`src/rtl/upg_pkg.sv`:
```
package upg_pkg;

   typedef enum logic [3:0] {
      S_HDR, S_CMD, S_OFF, S_CNT, S_ERASE, S_READ, S_CSUM, S_WRITE, S_VERIFY, S_ERR
   } upg_state_t;

   localparam logic [3:0] ST_IDLE  = 4'd0;
   localparam logic [3:0] ST_PROG  = 4'd1;
   localparam logic [3:0] ST_VERI  = 4'd2;
   localparam logic [3:0] ST_READ  = 4'd3;
   localparam logic [3:0] ST_WRITE = 4'd4;
   localparam logic [3:0] ST_CHECK = 4'd5;
   localparam logic [3:0] ST_E_OFF = 4'd6;
   localparam logic [3:0] ST_E_CNT = 4'd7;
   localparam logic [3:0] ST_E_SUM = 4'd8;

   localparam logic [1:0] OP_NONE  = 2'd0;
   localparam logic [1:0] OP_ERASE = 2'd1;
   localparam logic [1:0] OP_WRITE = 2'd2;
   localparam logic [1:0] OP_CHECK = 2'd3;

   localparam logic [7:0] CMD_PROG = 8'h50;
   localparam logic [7:0] CMD_VERI = 8'h56;

   function automatic logic [7:0] hdr_char(input logic [1:0] idx);
      case (idx)
         2'd0:    return 8'h4D;
         2'd1:    return 8'h50;
         2'd2:    return 8'h54;
         default: return 8'h21;
      endcase
   endfunction

endpackage

```
`src/rtl/upg_word_asm.sv`:
```
module upg_word_asm #(
   parameter int LANES = 4
) (
   input  logic               clk,
   input  logic               rst_n,
   input  logic               take,
   input  logic [7:0]         byte_in,
   output logic [8*LANES-1:0] word_now,
   output logic               last
);
   localparam int CW = $clog2(LANES);

   logic [CW-1:0]        cnt;
   logic [8*LANES-9:0]   sh;

   assign word_now = {byte_in, sh};
   assign last     = take && (cnt == CW'(LANES - 1));

   always_ff @(posedge clk) begin
      if (!rst_n) begin
         cnt <= '0;
         sh  <= '0;
      end else if (take) begin
         cnt <= last ? '0 : cnt + 1'b1;
         sh  <= word_now[8*LANES-1:8];
      end
   end

endmodule

```
`src/rtl/upg_blk_sum.sv`:
```
module upg_blk_sum #(
   parameter int BLOCK_WORDS = 65536,
   parameter int WORD_W      = 32
) (
   input  logic              clk,
   input  logic              rst_n,
   input  logic              clr,
   input  logic              add,
   input  logic [WORD_W-1:0] word,
   output logic [WORD_W-1:0] sum,
   output logic              at_last
);
   localparam int IDX_W = $clog2(BLOCK_WORDS);

   logic [IDX_W-1:0] idx;

   assign at_last = (idx == IDX_W'(BLOCK_WORDS - 1));

   always_ff @(posedge clk) begin
      if (!rst_n || clr) begin
         sum <= '0;
         idx <= '0;
      end else if (add) begin
         sum <= sum + word;
         idx <= idx + 1'b1;
      end
   end

   assert_restart_R6: assert property (@(posedge clk) disable iff (!rst_n)
      (add && at_last && !clr) |=> !at_last || (BLOCK_WORDS == 1));

endmodule

```
`src/rtl/upg_range_chk.sv`:
```
module upg_range_chk #(
   parameter int BLK_SHIFT    = 18,
   parameter int ARRAY_BLOCKS = 64
) (
   input  logic [31:0] off,
   input  logic [7:0]  cnt,
   output logic        off_ok,
   output logic        cnt_ok
);
   localparam logic [32:0] ARR_BYTES = 33'(ARRAY_BLOCKS) << BLK_SHIFT;

   logic [32:0] blk_idx;
   logic [32:0] blk_end;

   assign blk_idx = {1'b0, off} >> BLK_SHIFT;
   assign blk_end = blk_idx + 33'(cnt);
   assign off_ok  = ({1'b0, off} < ARR_BYTES) && (off[BLK_SHIFT-1:0] == '0);
   assign cnt_ok  = (cnt != 8'd0) && (blk_end <= 33'(ARRAY_BLOCKS));

endmodule

```
`src/rtl/upg_cmd_framer.sv`:
```
module upg_cmd_framer
   import upg_pkg::*;
#(
   parameter int          BLOCK_WORDS  = 65536,
   parameter int          ARRAY_BLOCKS = 64,
   parameter logic [31:0] BASE         = 32'h0000_0000
) (
   input  logic        clk,
   input  logic        rst_n,
   input  logic        in_valid,
   input  logic [7:0]  in_byte,
   output logic        rx_ready,
   output logic        word_valid,
   output logic [31:0] word_data,
   output logic        blk_go,
   output logic [1:0]  blk_op,
   output logic [31:0] blk_addr,
   input  logic        blk_done,
   input  logic        btn,
   output logic [3:0]  status
);
   localparam int          BLK_SHIFT = $clog2(BLOCK_WORDS) + 2;
   localparam logic [31:0] BLK_BYTES = 32'(1) << BLK_SHIFT;

   if (BLOCK_WORDS < 2 || (1 << $clog2(BLOCK_WORDS)) != BLOCK_WORDS) begin : g_bad_words
      $error("BLOCK_WORDS must be a power of two of at least 2");
   end
   if (ARRAY_BLOCKS < 1 || BLK_SHIFT + $clog2(ARRAY_BLOCKS + 1) > 32) begin : g_bad_array
      $error("array does not fit a 32-bit offset");
   end

   upg_state_t  state;
   logic [1:0]  hdr_idx;
   logic        prog;
   logic [31:0] off_r;
   logic [7:0]  cnt_r;
   logic [3:0]  err_r;

   logic        acc, take, wlast, add, clr, at_last, off_ok, cnt_ok;
   logic [31:0] wnow, sum;

   always_comb begin
      case (state)
         S_HDR, S_CMD, S_OFF, S_CNT, S_READ, S_CSUM: rx_ready = 1'b1;
         default:                                    rx_ready = 1'b0;
      endcase
   end

   assign acc  = in_valid && rx_ready;
   assign take = acc && (state == S_OFF || state == S_READ || state == S_CSUM);
   assign add  = (state == S_READ) && wlast;
   assign clr  = !(state == S_READ || state == S_CSUM);

   upg_word_asm #(.LANES(4)) u_asm (
      .clk(clk), .rst_n(rst_n), .take(take), .byte_in(in_byte),
      .word_now(wnow), .last(wlast)
   );

   upg_blk_sum #(.BLOCK_WORDS(BLOCK_WORDS), .WORD_W(32)) u_sum (
      .clk(clk), .rst_n(rst_n), .clr(clr), .add(add), .word(wnow),
      .sum(sum), .at_last(at_last)
   );

   upg_range_chk #(.BLK_SHIFT(BLK_SHIFT), .ARRAY_BLOCKS(ARRAY_BLOCKS)) u_rng (
      .off(state == S_OFF ? wnow : off_r), .cnt(in_byte),
      .off_ok(off_ok), .cnt_ok(cnt_ok)
   );

   always_ff @(posedge clk) begin
      if (!rst_n) begin
         state   <= S_HDR;
         hdr_idx <= 2'd0;
         prog    <= 1'b0;
         off_r   <= '0;
         cnt_r   <= '0;
         err_r   <= ST_IDLE;
      end else begin
         unique case (state)
            S_HDR: if (acc) begin
               if (in_byte == hdr_char(hdr_idx)) begin
                  hdr_idx <= hdr_idx + 1'b1;
                  if (hdr_idx == 2'd3) state <= S_CMD;
               end else begin
                  hdr_idx <= 2'd0;
               end
            end
            S_CMD: if (acc) begin
               if (in_byte == CMD_PROG) begin
                  prog  <= 1'b1;
                  state <= S_OFF;
               end else if (in_byte == CMD_VERI) begin
                  prog  <= 1'b0;
                  state <= S_OFF;
               end else begin
                  state <= S_HDR;
               end
            end
            S_OFF: if (wlast) begin
               off_r <= wnow;
               if (off_ok) begin
                  state <= S_CNT;
               end else begin
                  err_r <= ST_E_OFF;
                  state <= S_ERR;
               end
            end
            S_CNT: if (acc) begin
               cnt_r <= in_byte;
               if (!cnt_ok) begin
                  err_r <= ST_E_CNT;
                  state <= S_ERR;
               end else begin
                  state <= prog ? S_ERASE : S_READ;
               end
            end
            S_ERASE: if (blk_done) state <= S_READ;
            S_READ: if (wlast && at_last) state <= S_CSUM;
            S_CSUM: if (wlast) begin
               if (wnow == sum) begin
                  state <= prog ? S_WRITE : S_VERIFY;
               end else begin
                  err_r <= ST_E_SUM;
                  state <= S_ERR;
               end
            end
            S_WRITE: if (blk_done) state <= S_VERIFY;
            S_VERIFY: if (blk_done) begin
               off_r <= off_r + BLK_BYTES;
               cnt_r <= cnt_r - 1'b1;
               if (cnt_r == 8'd1) state <= S_HDR;
               else               state <= prog ? S_ERASE : S_READ;
            end
            S_ERR: if (btn) begin
               hdr_idx <= 2'd0;
               state   <= S_HDR;
            end
            default: state <= S_HDR;
         endcase
      end
   end

   always_ff @(posedge clk) begin
      if (!rst_n) begin
         word_valid <= 1'b0;
         word_data  <= '0;
      end else begin
         word_valid <= add;
         if (add) word_data <= wnow;
      end
   end

   always_comb begin
      blk_go = 1'b1;
      case (state)
         S_ERASE:  blk_op = OP_ERASE;
         S_WRITE:  blk_op = OP_WRITE;
         S_VERIFY: blk_op = OP_CHECK;
         default: begin
            blk_op = OP_NONE;
            blk_go = 1'b0;
         end
      endcase
   end

   assign blk_addr = BASE + off_r;

   always_comb begin
      case (state)
         S_OFF, S_CNT, S_ERASE: status = prog ? ST_PROG : ST_VERI;
         S_READ, S_CSUM:        status = ST_READ;
         S_WRITE:               status = ST_WRITE;
         S_VERIFY:              status = ST_CHECK;
         S_ERR:                 status = err_r;
         default:               status = ST_IDLE;
      endcase
   end

   assert_hold_req_R9: assert property (@(posedge clk) disable iff (!rst_n)
      (blk_go && !blk_done) |=> (blk_go && $stable(blk_addr) && $stable(blk_op)));

   assert_no_rx_in_op_R8: assert property (@(posedge clk) disable iff (!rst_n)
      blk_go |-> !rx_ready);

   assert_word_in_read_R6: assert property (@(posedge clk) disable iff (!rst_n)
      word_valid |-> ($past(status) == ST_READ));

   assert_err_hold_R11: assert property (@(posedge clk) disable iff (!rst_n)
      (status >= ST_E_OFF && !btn) |=> $stable(status));

   assert_err_release_R11: assert property (@(posedge clk) disable iff (!rst_n)
      (status >= ST_E_OFF && btn) |=> (status == ST_IDLE));

   assert_no_write_after_bad_sum_R7: assert property (@(posedge clk) disable iff (!rst_n)
      (status == ST_E_SUM) |-> !blk_go);

endmodule

```
`config.mk`:
```
export PLATFORM = sky130hd
export DESIGN_NAME = upg_cmd_framer
export DESIGN_NICKNAME = d
export VERILOG_FILES = /design/src/rtl/upg_pkg.sv /design/src/rtl/upg_word_asm.sv /design/src/rtl/upg_blk_sum.sv /design/src/rtl/upg_range_chk.sv /design/src/rtl/upg_cmd_framer.sv
export SDC_FILE = /design/constraint.sdc
export NUM_CORES = 1
export LEC_CHECK = 0
export CORE_AREA = 2 2 193 100
export DETAILED_ROUTE_END_ITERATION = 6
export DIE_AREA = 0 0 195 102
export DONT_BUFFER_PORTS = 1
export PLACE_DENSITY = 0.69
export SLEW_MARGIN = 20
export SYNTH_ARGS = -nofsm -noshare
export SYNTH_HDL_FRONTEND = slang
export SYNTH_SLANG_ARGS = --single-unit
```
`constraint.sdc`:
```
create_clock -name clk -period 4 [get_ports clk]
set_input_delay 0.8 -clock clk [delete_from_list [all_inputs] [get_ports clk]]
set_output_delay 0.8 -clock clk [all_outputs]
set_load 0.05 [all_outputs]
```
# --- Word level (Yosys, flattened, before mapping) ---
# Index checks and enable logic that the tools add are counted.
op_classes:
  n_mux: 51
  eq_ne: 34
  n_lt_le_gt_ge: 2
  n_reduce_logical: 32
  add_sub_neg: 7
ops:
  columns: ["op", "n"]
  rows:
  - ["$mux 32", 3]
  - ["$mux 4", 22]
  - ["$pmux 32 s2", 1]
  - ["$mux 8", 5]
  - ["$pmux 4 s10", 1]
  - ["$le 33x7->1 const B", 1]
  - ["$add 32x19->32 const B", 1]
  - ["$add 32x32->32", 1]
  - ["$eq 32x32->1", 1]
  - ["$lt 32x25->1 const B", 1]
  - ["$ne 2x2->1 const B", 12]
  - ["$pmux 7 s3", 1]
  - ["$pmux 4 s5", 1]
  - ["$logic_not 18->1", 1]
  - ["$add 16x1->16 const B", 1]
  - ["$eq 16x16->1 const B", 1]
  - ["$eq 4x3->1 const B", 4]
  - ["$eq 8x7->1 const B", 2]
  - ["$pmux 8 s2", 1]
  - ["$add 14x8->15", 1]
  - ["$mux 2", 7]
  - ["$pmux 4 s3", 1]
  - ["$reduce_and 12->1", 1]
  - ["$reduce_and 3->1", 4]
  - ["other kinds (26)", 51]
totals:
  input_bits: 13
  wordCells: 138
  out_inout_bits: 73
  regBits: 158

# --- Longest topological paths before layout ---
# Gate-level depths: netlist of run 1.
logic_depth:
  depth_word: 11
  ltp_mapped: 17

# --- Hierarchy ---
# A second synthesis of run 1 with hierarchy kept.
hier_totals:
  hier_cells: 1244
  hier_area_um2: 10139.7
modules_own_cells:
  columns: ["mod", "cells_each", "instances", "area_each_um2"]
  rows:
  - ["upg_cmd_framer", 627, 1, 4857.2]
  - ["upg_blk_sum", 450, 1, 3619.7]
  - ["upg_word_asm", 94, 1, 1089.8]
  - ["upg_range_chk", 73, 1, 573.0]

# --- Least setup slack after synthesis of run 1 ---
# Ideal clock, no wire load.
synth_path:
  path_kind: "flip-flop to flip-flop"
  start: "reg state[2]"
  end: "reg state[0]"
  path_buffers: 2
  slack_ns: 0.132
  setup_time_ns: 0.139
  period_less_slack_ns: 3.868
  t_required_ns: 3.861
  stages_incl_launch_ff: 18
  t_arrival_ns: 3.729
  cell_sequence: "dfxtp_1 > nor4b_4 > buf_6 > buf_4 > mux2_2 > ha_1 > inv_1 > fa_1 > nor2b_1 > o21a_1 > o21a_1 > o21a_1 > or3_1 > a32o_1 > nor4_4 > nor2_1 > a311oi_1 > a21oi_1"
synth_between:
  elab_chain_len: 9
  word_cells_on_any_way: 38
synth_lines:
  columns: ["item", "line_no", "rtl"]
  rows:
  - ["start: declaration", "upg_cmd_framer.sv:32", "upg_state_t state;"]
  - ["start signal: assignment", "upg_cmd_framer.sv:113", "state <= prog ? S_ERASE : S_READ;"]
  - ["start signal: assignment", "upg_cmd_framer.sv:120", "state <= prog ? S_WRITE : S_VERIFY;"]
  - ["start signal: assignment", "upg_cmd_framer.sv:131", "else state <= prog ? S_ERASE : S_READ;"]
  - ["parallel branches: the longest is 9 deep, another holds $le 33x7->1", null, null]
# Parallel ways; which one is timed is not known. The select of a mux whose other input is x is not followed.
# A chain may end at the register's enable or synchronous reset.

# --- Final worst setup path of run 1 ---
layout_path:
  start: "reg state[3]"
  end: "reg state[0]"
# Same word-level chain as after synthesis.

==> impl_metrics.ini, run 1 <==
[finish]
final_cells = 1451
nets = 1261
antenna_cells = 0
syn_to_final_growth_pct = 9.626
fillers = 1667
drive_above_1_share_pct = 7.927

[clocking]
clock_latency_ns = 0.44
cts_buffer_depth = 2
cts_tree = built
cts_buffers = 17
cts_htree_levels = 4
cts_hold_buf = 0
cts_sinks = 157
clockRootBuffer = clkbuf_16
clkSlewWorstSetupHoldPaths_ns = 0.06

[placement]
place.port_buffers = 0
placedCellCount = 1418
dp.final_hpwl_mm = 17.82
gp_congestion = 0.9125

[synthesis]
synth_area_um2 = 9294
ys_types = 70
ys_seq_area_share_pct = 33.82
muxShareOfSynthArea_pct = 2.073
synth_xor_area_share_pct = 3.675
yosys.area_share.simple_pct = 25.88
yosysTopAreaCell = dfxtp_1
avgSynthCellArea_um2 = 7.662
synthAdderAreaFrac_pct = 6.758
synth_top_family_by_area = simple AND/OR/NAND/NOR gates
synthArstFlopShare_pct = 0
synth_flop_cell = dfxtp_1
synthTopCellsByArea = dfxtp_1 (34%), nand2_1 (11%), a21boi_0 (6.5%)
synth_compound_area_share_pct = 23.82
ys_warn_count = 0
ys_seq_elements = 157
synth_nets = 1275
netlist_instances = 1213
synth_edf_count = 0
yosysTopAreaCellShare_pct = 33.82

[sta]
fin_skew_ns = 0.01306
tns_ns = 0
rsz0062_at_grt = no
worst_slew_pin_slew_ns = 1.049
finalCriticalPeriod_ns = 3.755
hold_viol = 0
slew_violations = 0
fmax_ghz = 0.2663
min_period_over_period_pct = 93.88
finalSetupViolations = 0
maxSlewHeadroom_pct = 29.62
whs_ns = 0.4614

[power_and_ir_drop]
power_leakage_nw = 3.811
power_density_nw_per_um2 = 321.3
intPower_w = 0.002537
power_w = 0.003273
sw_frac_of_total_pct = 22.50
vdd_ir_drop_max_v = 0.0002939
power.clock.fraction_pct = 50.3
comb_power_share_pct = 2.0
switchingPower_w = 0.0007366
power_frac_seq_pct = 47.7

[route]
viasPerCell = 6.076
avgRoutedWirePerCell_um = 18.18
ant_nets = 0
num_vias = 8817
wl_mm = 26.38
drtIter0Drc = 720
drtPass1Iterations = 7
post-route-drc-count = 0

[worst_hold_path]
min_path_cells = 2
hold_class = reg2reg

[floorplan]
io_pins = 86
rows = 35
die_y_um = 102
die_area_um2 = 19890
die_w_um = 195
initial_core_util_pct = 51.26
core_area_um2 = 18130

[worst_setup_path]
critPathLaunchType = register
rr_worst_depth = 15
cp_max_fo = 6
crit_family = compound AO/OA/AOI/OAI gates
crit_cells = 15
path_cells = nor4b_4 > buf_4 > mux2_2 > ha_1 > a21o_1 > a21o_1 > a21oi_1 > o21ai_0 > a2111oi_2 > a31oi_1 > nor4_4 > buf_4 > nor2_1 > a311oi_1 > a21oi_1
cp_slowest_cell = a2111oi_2
crit_type = reg2reg
max_stage_delay_ns = 0.42
end_kind = register
critPathArrivalTime_ns = 4.05
required_ns = 4.29
crit_buf_inv = 2

[global_route]
grt_overflow = 0
grt_use_total_pct = 26.93
antenna_found_initial = 0
grt_max_degree = 111
grt_pass1_wl_mm = 42.70
grt_pass1_vias = 8148

[flow_run]
cap_violations = 0

[outcome]
status = finished, final reports clean
[timing repair]
item,CTS,global route
setup endpoints to repair,0,4
buffers inserted,0,2
resized for setup,0,3
[stage by stage]
| stage | cell area, µm² | util, % | setup slack [ns] |
|---|---|---|---|
| floorplan | 9294 | - | 0.1319 |
| global placement | 9585 | 52.87 | 0.2637 |
| detailed placement | 9585 | 52.87 | 0.1364 |
| CTS | 10160 | 56.06 | 0.1218 |
| global route | 10190 | 56.20 | 0.002186 |
| finish | 10190 | 56.20 | 0.2447 |
[flip-flops by register name, summed over array words and instances (netlist names), 2 cells and up]
name       cells
cnt_r          8
err_r          3
hdr_idx        2
off_r         32
state          4
u_asm.cnt      2
u_asm.sh      24
u_sum.idx     16
u_sum.sum     32
word_data     32
[path summary, 6_finish.rpt]
| kind | end | startpoint | slack [ns] |
|---|---|---|---|
| worst max-delay path | state[0] | state[3] | 0.24 |
| worst min-delay path | u_sum.sum[20] | u_sum.sum[20] | 0.46 |
| worst max register to register | state[0] | state[3] | 0.24 |
| worst min register to register | u_sum.sum[20] | u_sum.sum[20] | 0.46 |
[metal layers]
metal	share of wire (%)	up-vias	global-route usage, %
met4	2.2	0	10.10
li1	-	4258	-
met2	45	301	43.87
met1	46	4209	36.16
met3	6.2	49	4.917
met5	0	-	0
[tightest hold or removal path: stages (launching register included)]
cell and delay, ns:
dfxtp_1 0.31, nand2_1 0.05, a21oi_1 0.05
[cell usage in the layout, fill, tap and decap left out, drive strengths merged, types with 10 or more instances in the layout]
cell	count
xor2	17
nand3	23
a211oi	10
nor2b	18
dfxtp	157
nor4	23
o21ai	63
nand2b	10
nand2	263
mux2	10
clkbuf	19
nor3	19
a21oi	98
nor2	77
ha	47
and3	21
a21o	15
nand4	17
buf	37
inv	29
a21boi	80
xnor2	22
or3	12
[logic make-up after synthesis]
family | Yosys count
AOI/OAI and AO/OA | 339
buffers and inverters | 95
and+or+nand+nor | 516
xor gates and xnor gates | 39
DFF | 157
muxes | 18
adders and majority gates | 49
[synth_stat cells (all sizes together), types with 3 or more instances]
cell type,count
a211oi,10
a21boi,80
a21o,15
a21oi,98
a221oi,3
a22o,5
a22oi,7
a311oi,3
a31oi,8
a41oi,3
and2,8
and3,21
buf,8
clkbuf,62
dfxtp,157
ha,47
inv,25
mux2,10
mux2i,8
nand2,263
nand2b,10
nand3,23
nand3b,7
nand4,17
nand4b,3
nor2,77
nor2b,18
nor3,19
nor3b,3
nor4,23
o211ai,6
o21a,7
o21ai,63
o21bai,4
o221a,3
o22ai,6
o31ai,5
or2,3
or3,12
or4,4
xnor2,22
xor2,17
[power by group through the flow]
stage | clock network, W | logic (W) | registers (W)
after global placement | 0 | 0.0000606 | 0.00160
after detailed placement | 0 | 0.0000624 | 0.00160
final | 0.00165 | 0.0000654 | 0.00156
after floorplan | 0 | 0.0000730 | 0.00160
after CTS | 0.00166 | 0.0000631 | 0.00156
after global routing | 0.00173 | 0.0000706 | 0.00156
[area by class of cell]
cell class                      count  area, µm²  share of cell area [%]
Clock buffer                       19      442.9                   4.347
Clock inverter                     12      135.1                   1.326
Inverter                           25      93.84                  0.9210
Multi-Input combinational cell    961       5792                   56.85
Sequential cell                   157       3143                   30.85
Tap cell                          240      300.3                   2.947
Timing Repair Buffer               37      281.5                   2.763
Note: power is estimated with default switching activity, not from simulation.
==> inputs of run 2 (changes only) <==
CORE_AREA = 2 2 183 95   (was 2 2 193 100)
DIE_AREA = 0 0 185 97   (was 0 0 195 102)
PLACE_DENSITY = 0.75   (was 0.69)
==> run 2 against run 1 <==
Compared with the run above:
- sequential power barely moved
- clock power barely moved
- critical path depth rose by 1
- worst hold slack got worse by 0.0019 ns
- sequential share of layout area rose by 0.068 points
- register-to-register slack got worse by 0.06 ns
- global-route usage rose by 2.1 points
- die area fell by 9.8%
- combinational power fell by 3%
- clock skew fell by 0.0018 ns
- maximum frequency fell by 1.6%
- total power rose by 0.95%
==> impl_metrics.ini, run 2 (synthesis gave the netlist of run 1 again) <==
[clocking]
cts_htree_levels = 4
clkSlewWorstSetupHoldPaths_ns = 0.07
cts_hold_buf = 0
clockRootBuffer = clkbuf_16
clock_latency_ns = 0.44
cts_tree = built
cts_sinks = 157
cts_buffer_depth = 2
cts_buffers = 17

[power_and_ir_drop]
power_density_nw_per_um2 = 325.1
sw_frac_of_total_pct = 23.85
comb_power_share_pct = 1.9
power_frac_seq_pct = 47.3
vdd_ir_drop_max_v = 0.0003172
intPower_w = 0.002517
switchingPower_w = 0.0007881
power.clock.fraction_pct = 50.8
power_leakage_nw = 3.800

[finish]
top_regs = off_r x32, u_sum.sum x32, word_data x32
final_common_cell = nand2_1
multiInputGateArea_um2 = 5792
nets = 1258
fillers = 1447
antenna_cells = 0
fin_util_pct = 62.81
syn_to_final_growth_pct = 9.383
seqCellArea_um2 = 3143
final_cell_mix = nand2_1 (263), dfxtp_1 (157), a21oi_1 (97)
drive_above_1_share_pct = 7.858

[route]
drt-met1-wl_mm = 11.46
drtIter0Drc = 691
ant_nets = 0
wl_met2_mm = 11.80
dr_wl_met3_mm = 1.849
avgRoutedWirePerCell_um = 17.87
top_layer_used = met4
post-route-drc-count = 0
wl_mm = 25.66
drtPass1Iterations = 5
viasPerCell = 6.125
num_vias = 8796

[worst_setup_path]
critPathArrivalTime_ns = 4.11
r2r_start = state[3]
cp-startpoint = state[3]
critPathLaunchType = register
crit_type = reg2reg
cp_max_fo = 4
required_ns = 4.29
end_kind = register

[sta]
hold_viol = 0
worst_slew_pin_slew_ns = 1.016
maxSlewHeadroom_pct = 31.84
fmax_ghz = 0.2619
finalSetupViolations = 0
min_period_over_period_pct = 95.44
whs_ns = 0.4596
slew_violations = 0
fin_skew_ns = 0.01124
finalCriticalPeriod_ns = 3.818

[global_route]
grt_max_degree = 111
antenna_found_initial = 0
grt_pass1_wl_mm = 41.97
grt_overflow = 0
grt_pass1_vias = 8340
grt_use_total_pct = 29.04

[flow_run]
cap_violations = 0

[floorplan]
die_y_um = 97
core_area_um2 = 16190
die_w_um = 185
rows = 33
io_pins = 86
die_area_um2 = 17950
initial_core_util_pct = 57.42

[placement]
place.port_buffers = 0
gp_congestion = 0.9261
dp.final_hpwl_mm = 17.77

[outcome]
status = finished, final reports clean

[worst_hold_path]
hold_class = reg2reg
min-delay-start = u_sum.sum[25]
run 2: per-stage QoR:
step                total power, W  cells  setup WS (ns)   TNS [ns]  instance area, µm²
floorplan                 0.001671   1213         0.1319          0                9294
global placement          0.001658   1402         0.1910          0                9547
detailed placement        0.001660   1402        0.09029          0                9547
CTS                       0.003319   1434        0.05670          0               10140
global route              0.003394   1436      -0.009784  -0.009784               10170
finish                    0.003305   1436         0.1823          0               10170
run 2: final cells by class:
type / instances / share of cell area, %
Multi-Input combinational cell: 961 / 56.97
Sequential cell: 157 / 30.92
Clock buffer: 19 / 4.455
Tap cell: 227 / 2.794
Timing Repair Buffer: 34 / 2.511
Clock inverter: 13 / 1.428
Inverter: 25 / 0.9231
run 2: final timing paths:
kind	end	slack [ns]	cells after the start
max	state[0]	0.18	16
min	u_sum.sum[25]	0.46	2
max reg2reg	state[0]	0.18	16
min reg2reg	u_sum.sum[25]	0.46	2
run 2: layer usage:
layer | vias to the layer above | track usage (%)
met5 | - | 0
met4 | 0 | 9.585
met3 | 47 | 7.530
met2 | 269 | 46.53
met1 | 4235 | 38.05
li1 | 4245 | -
run 2: worst max-delay path: stages (launching register included):
cell and delay [ns]:
dfxtp_1 0.33, nor4b_4 0.40, buf_4 0.19, mux2_2 0.33, ha_1 0.19, inv_1 0.08
fa_1 0.20, nor2b_1 0.07, o21a_1 0.19, o21a_1 0.18, o21a_1 0.17, or3_1 0.30
a32o_1 0.30, nor4_4 0.28, nor2_1 0.08, a311oi_1 0.29, a21oi_1 0.10
run 2: repair_timing:
| action | CTS | global route |
|---|---|---|
| setup endpoints to repair | 0 | 1 |
| gates resized for setup | 0 | 2 |
| buffers inserted | 0 | 2 |
run 2: power by group through the flow:
| stage | registers, W | logic (W) | clock network, W |
|---|---|---|---|
| floorplan | 0.00160 | 0.0000730 | 0 |
| global placement | 0.00160 | 0.0000600 | 0 |
| detailed placement | 0.00160 | 0.0000614 | 0 |
| CTS | 0.00156 | 0.0000618 | 0.00170 |
| global route | 0.00156 | 0.0000701 | 0.00176 |
| finish | 0.00156 | 0.0000637 | 0.00168 |
==> inputs of run 3 (changes only) <==
GPL_TIMING_DRIVEN = 0   (was default)
==> run 3 against run 2 <==
Compared with the run above:
- cell area is 1.2% higher
- via count rose by 4.2%
- first-iteration DRC count increased by 19%
- register-to-register slack got worse by 0.04 ns
- worst hold slack improved by 0.0032 ns
- combinational power increased by 68%
- total power is 2.7% higher
- critical path depth increased by 1
- critical endpoint is now state[3]
==> impl_metrics.ini, run 3 (synthesis gave the netlist of run 1 again) <==
[floorplan]
die_w_um = 185
rows = 33
die_area_um2 = 17950
io_pins = 86
core_area_um2 = 16190
initial_core_util_pct = 57.42
die_y_um = 97

[power_and_ir_drop]
vdd_ir_drop_max_v = 0.0003067
power_density_nw_per_um2 = 329.9
power_leakage_nw = 3.777

[finish]
syn_to_final_growth_pct = 10.69
final_cells = 1478
fin_util_pct = 63.56
top_regs = off_r x32, u_sum.sum x32, word_data x32
nets = 1300
drive_above_1_share_pct = 6.395
final_common_cell = nand2_1
final_cell_mix = nand2_1 (263), dfxtp_1 (155), a21oi_1 (96)
antenna_cells = 0

[clocking]
cts_buffer_depth = 2
cts_tree = built
cts_sinks = 157
cts_htree_levels = 4
cts_hold_buf = 0
clkSlewWorstSetupHoldPaths_ns = 0.07
clock_latency_ns = 0.44
cts_buffers = 17
clockRootBuffer = clkbuf_16

[worst_setup_path]
rrSetupSlack_ns = 0.14
critPathArrivalTime_ns = 4.15
end_kind = register
r2r_start = state[0]
critPathLaunchType = register
r2r_end = state[3]
crit_type = reg2reg
required_ns = 4.30
cp-startpoint = state[0]
crit_path_end = state[3]
cp_max_fo = 8
rr_worst_depth = 17

[sta]
worst_slew_pin_slew_ns = 1.038
hold_viol = 0
finalSetupViolations = 0
fin_skew_ns = 0.01134
whs_ns = 0.4628
rsz0062_at_grt = no
finalCriticalPeriod_ns = 3.856
fmax_ghz = 0.2593
maxSlewHeadroom_pct = 31.05
min_period_over_period_pct = 96.41
slew_violations = 0

[global_route]
grt_use_total_pct = 31.21
grt_overflow = 0
grt_pass1_wl_mm = 44.42
grt_pass1_vias = 8472
antenna_found_initial = 0
grt_max_degree = 19

[route]
ant_nets = 0
num_vias = 9164
drtPass1Iterations = 5
drtIter0Drc = 819
viasPerCell = 6.200
avgRoutedWirePerCell_um = 18.91
post-route-drc-count = 0
wl_mm = 27.95

[placement]
placedCellCount = 1440
dp.final_hpwl_mm = 20.23
place.port_buffers = 0
gp_congestion = 0.9246

[outcome]
status = finished, final reports clean

[flow_run]
cap_violations = 0

[worst_hold_path]
hold_class = reg2reg
## run 3: changes by cell type in the layout (fill, tap and decap cells not counted), moves of 2 or more
cell      before  now
buf_1          0    4
buf_2          0    2
buf_4         34    7
clkbuf_1       0   62
clkbuf_8       2    0
clkinv_8       0    4
dfxtp_1      157  155
inv_6          3    1
## run 3: area by class of cell
cell class / count / area (µm²)
fill: 1485 / 5898
multi-input combinational: 961 / 5818
sequential: 157 / 3148
clock buffer: 17 / 425.4
tap: 227 / 284.0
buffer: 69 / 269.0
clock inverter: 15 / 196.4
inverter: 25 / 93.84
timing repair buffer: 7 / 52.55
## run 3: metal layers
layer / global-route usage [%] / vias to the layer above / share of wire, %
met3: 7.116 / 73 / 8.8
met4: 11.42 / 0 / 2.9
met1: 42.42 / 4345 / 44
met2: 48.37 / 393 / 44
met5: 0 / - / 0
li1: - / 4353 / -
## run 3: critical path: stages (launching register included)
cell and delay (ns):
dfxtp_4 0.36, nor4b_4 0.37, buf_6 0.19, mux2_4 0.32, ha_2 0.19, inv_2 0.06, fa_2 0.21, nor2b_1 0.06
o21a_1 0.18, o21a_1 0.18, o21a_1 0.17, or3_1 0.31, a32o_2 0.27, nor4_4 0.38, buf_4 0.21, nand3b_1 0.08
nand2_1 0.09, o22ai_1 0.09
## run 3: report_power, final
| part | switching, W | leakage (nW) | total [W] | internal (W) |
|---|---|---|---|---|
| combinational | 0.0000677 | 2.21 | 0.000107 | 0.0000395 |
| sequential | 0.0000000171 | 1.27 | 0.00156 | 0.00156 |
| clock | 0.000819 | 0.300 | 0.00173 | 0.000907 |
| total | 0.000887 | 3.78 | 0.00339 | 0.00251 |
## run 3: worst min-delay path by stage
stage,startpoint,to,slack [ns],cells past startpoint
after detailed placement,u_sum.sum[11],u_sum.sum[11],0.45,2
after floorplan,u_sum.sum[29],u_sum.sum[29],0.43,2
final,cnt_r[5],cnt_r[5],0.46,2
after global placement,u_sum.sum[16],u_sum.sum[16],0.44,2
after global routing,u_sum.sum[12],u_sum.sum[12],0.48,2
after CTS,u_sum.sum[12],u_sum.sum[12],0.46,2
## run 3: stage by stage
stage	setup TNS, ns	total power, W	worst slack, ns	instance area (µm²)
2_1_floorplan	0	0.001671	0.1319	9294
3_3_place_gp	-1.972	0.001698	-0.4997	9578
3_5_place_dp	-2.528	0.001700	-0.6002	9588
4_1_cts	0	0.003387	0.01529	10230
5_1_grt	0	0.003462	0.02500	10290
6_report	0	0.003394	0.1438	10290
## run 3: what timing repair did
| action | CTS | global route |
|---|---|---|
| gates cloned | 0 | 0 |
| buffers inserted | 3 | 4 |
| endpoints found under the setup margin | 6 | 8 |
| resized for setup | 0 | 11 |
| pin swaps | 3 | 5 |
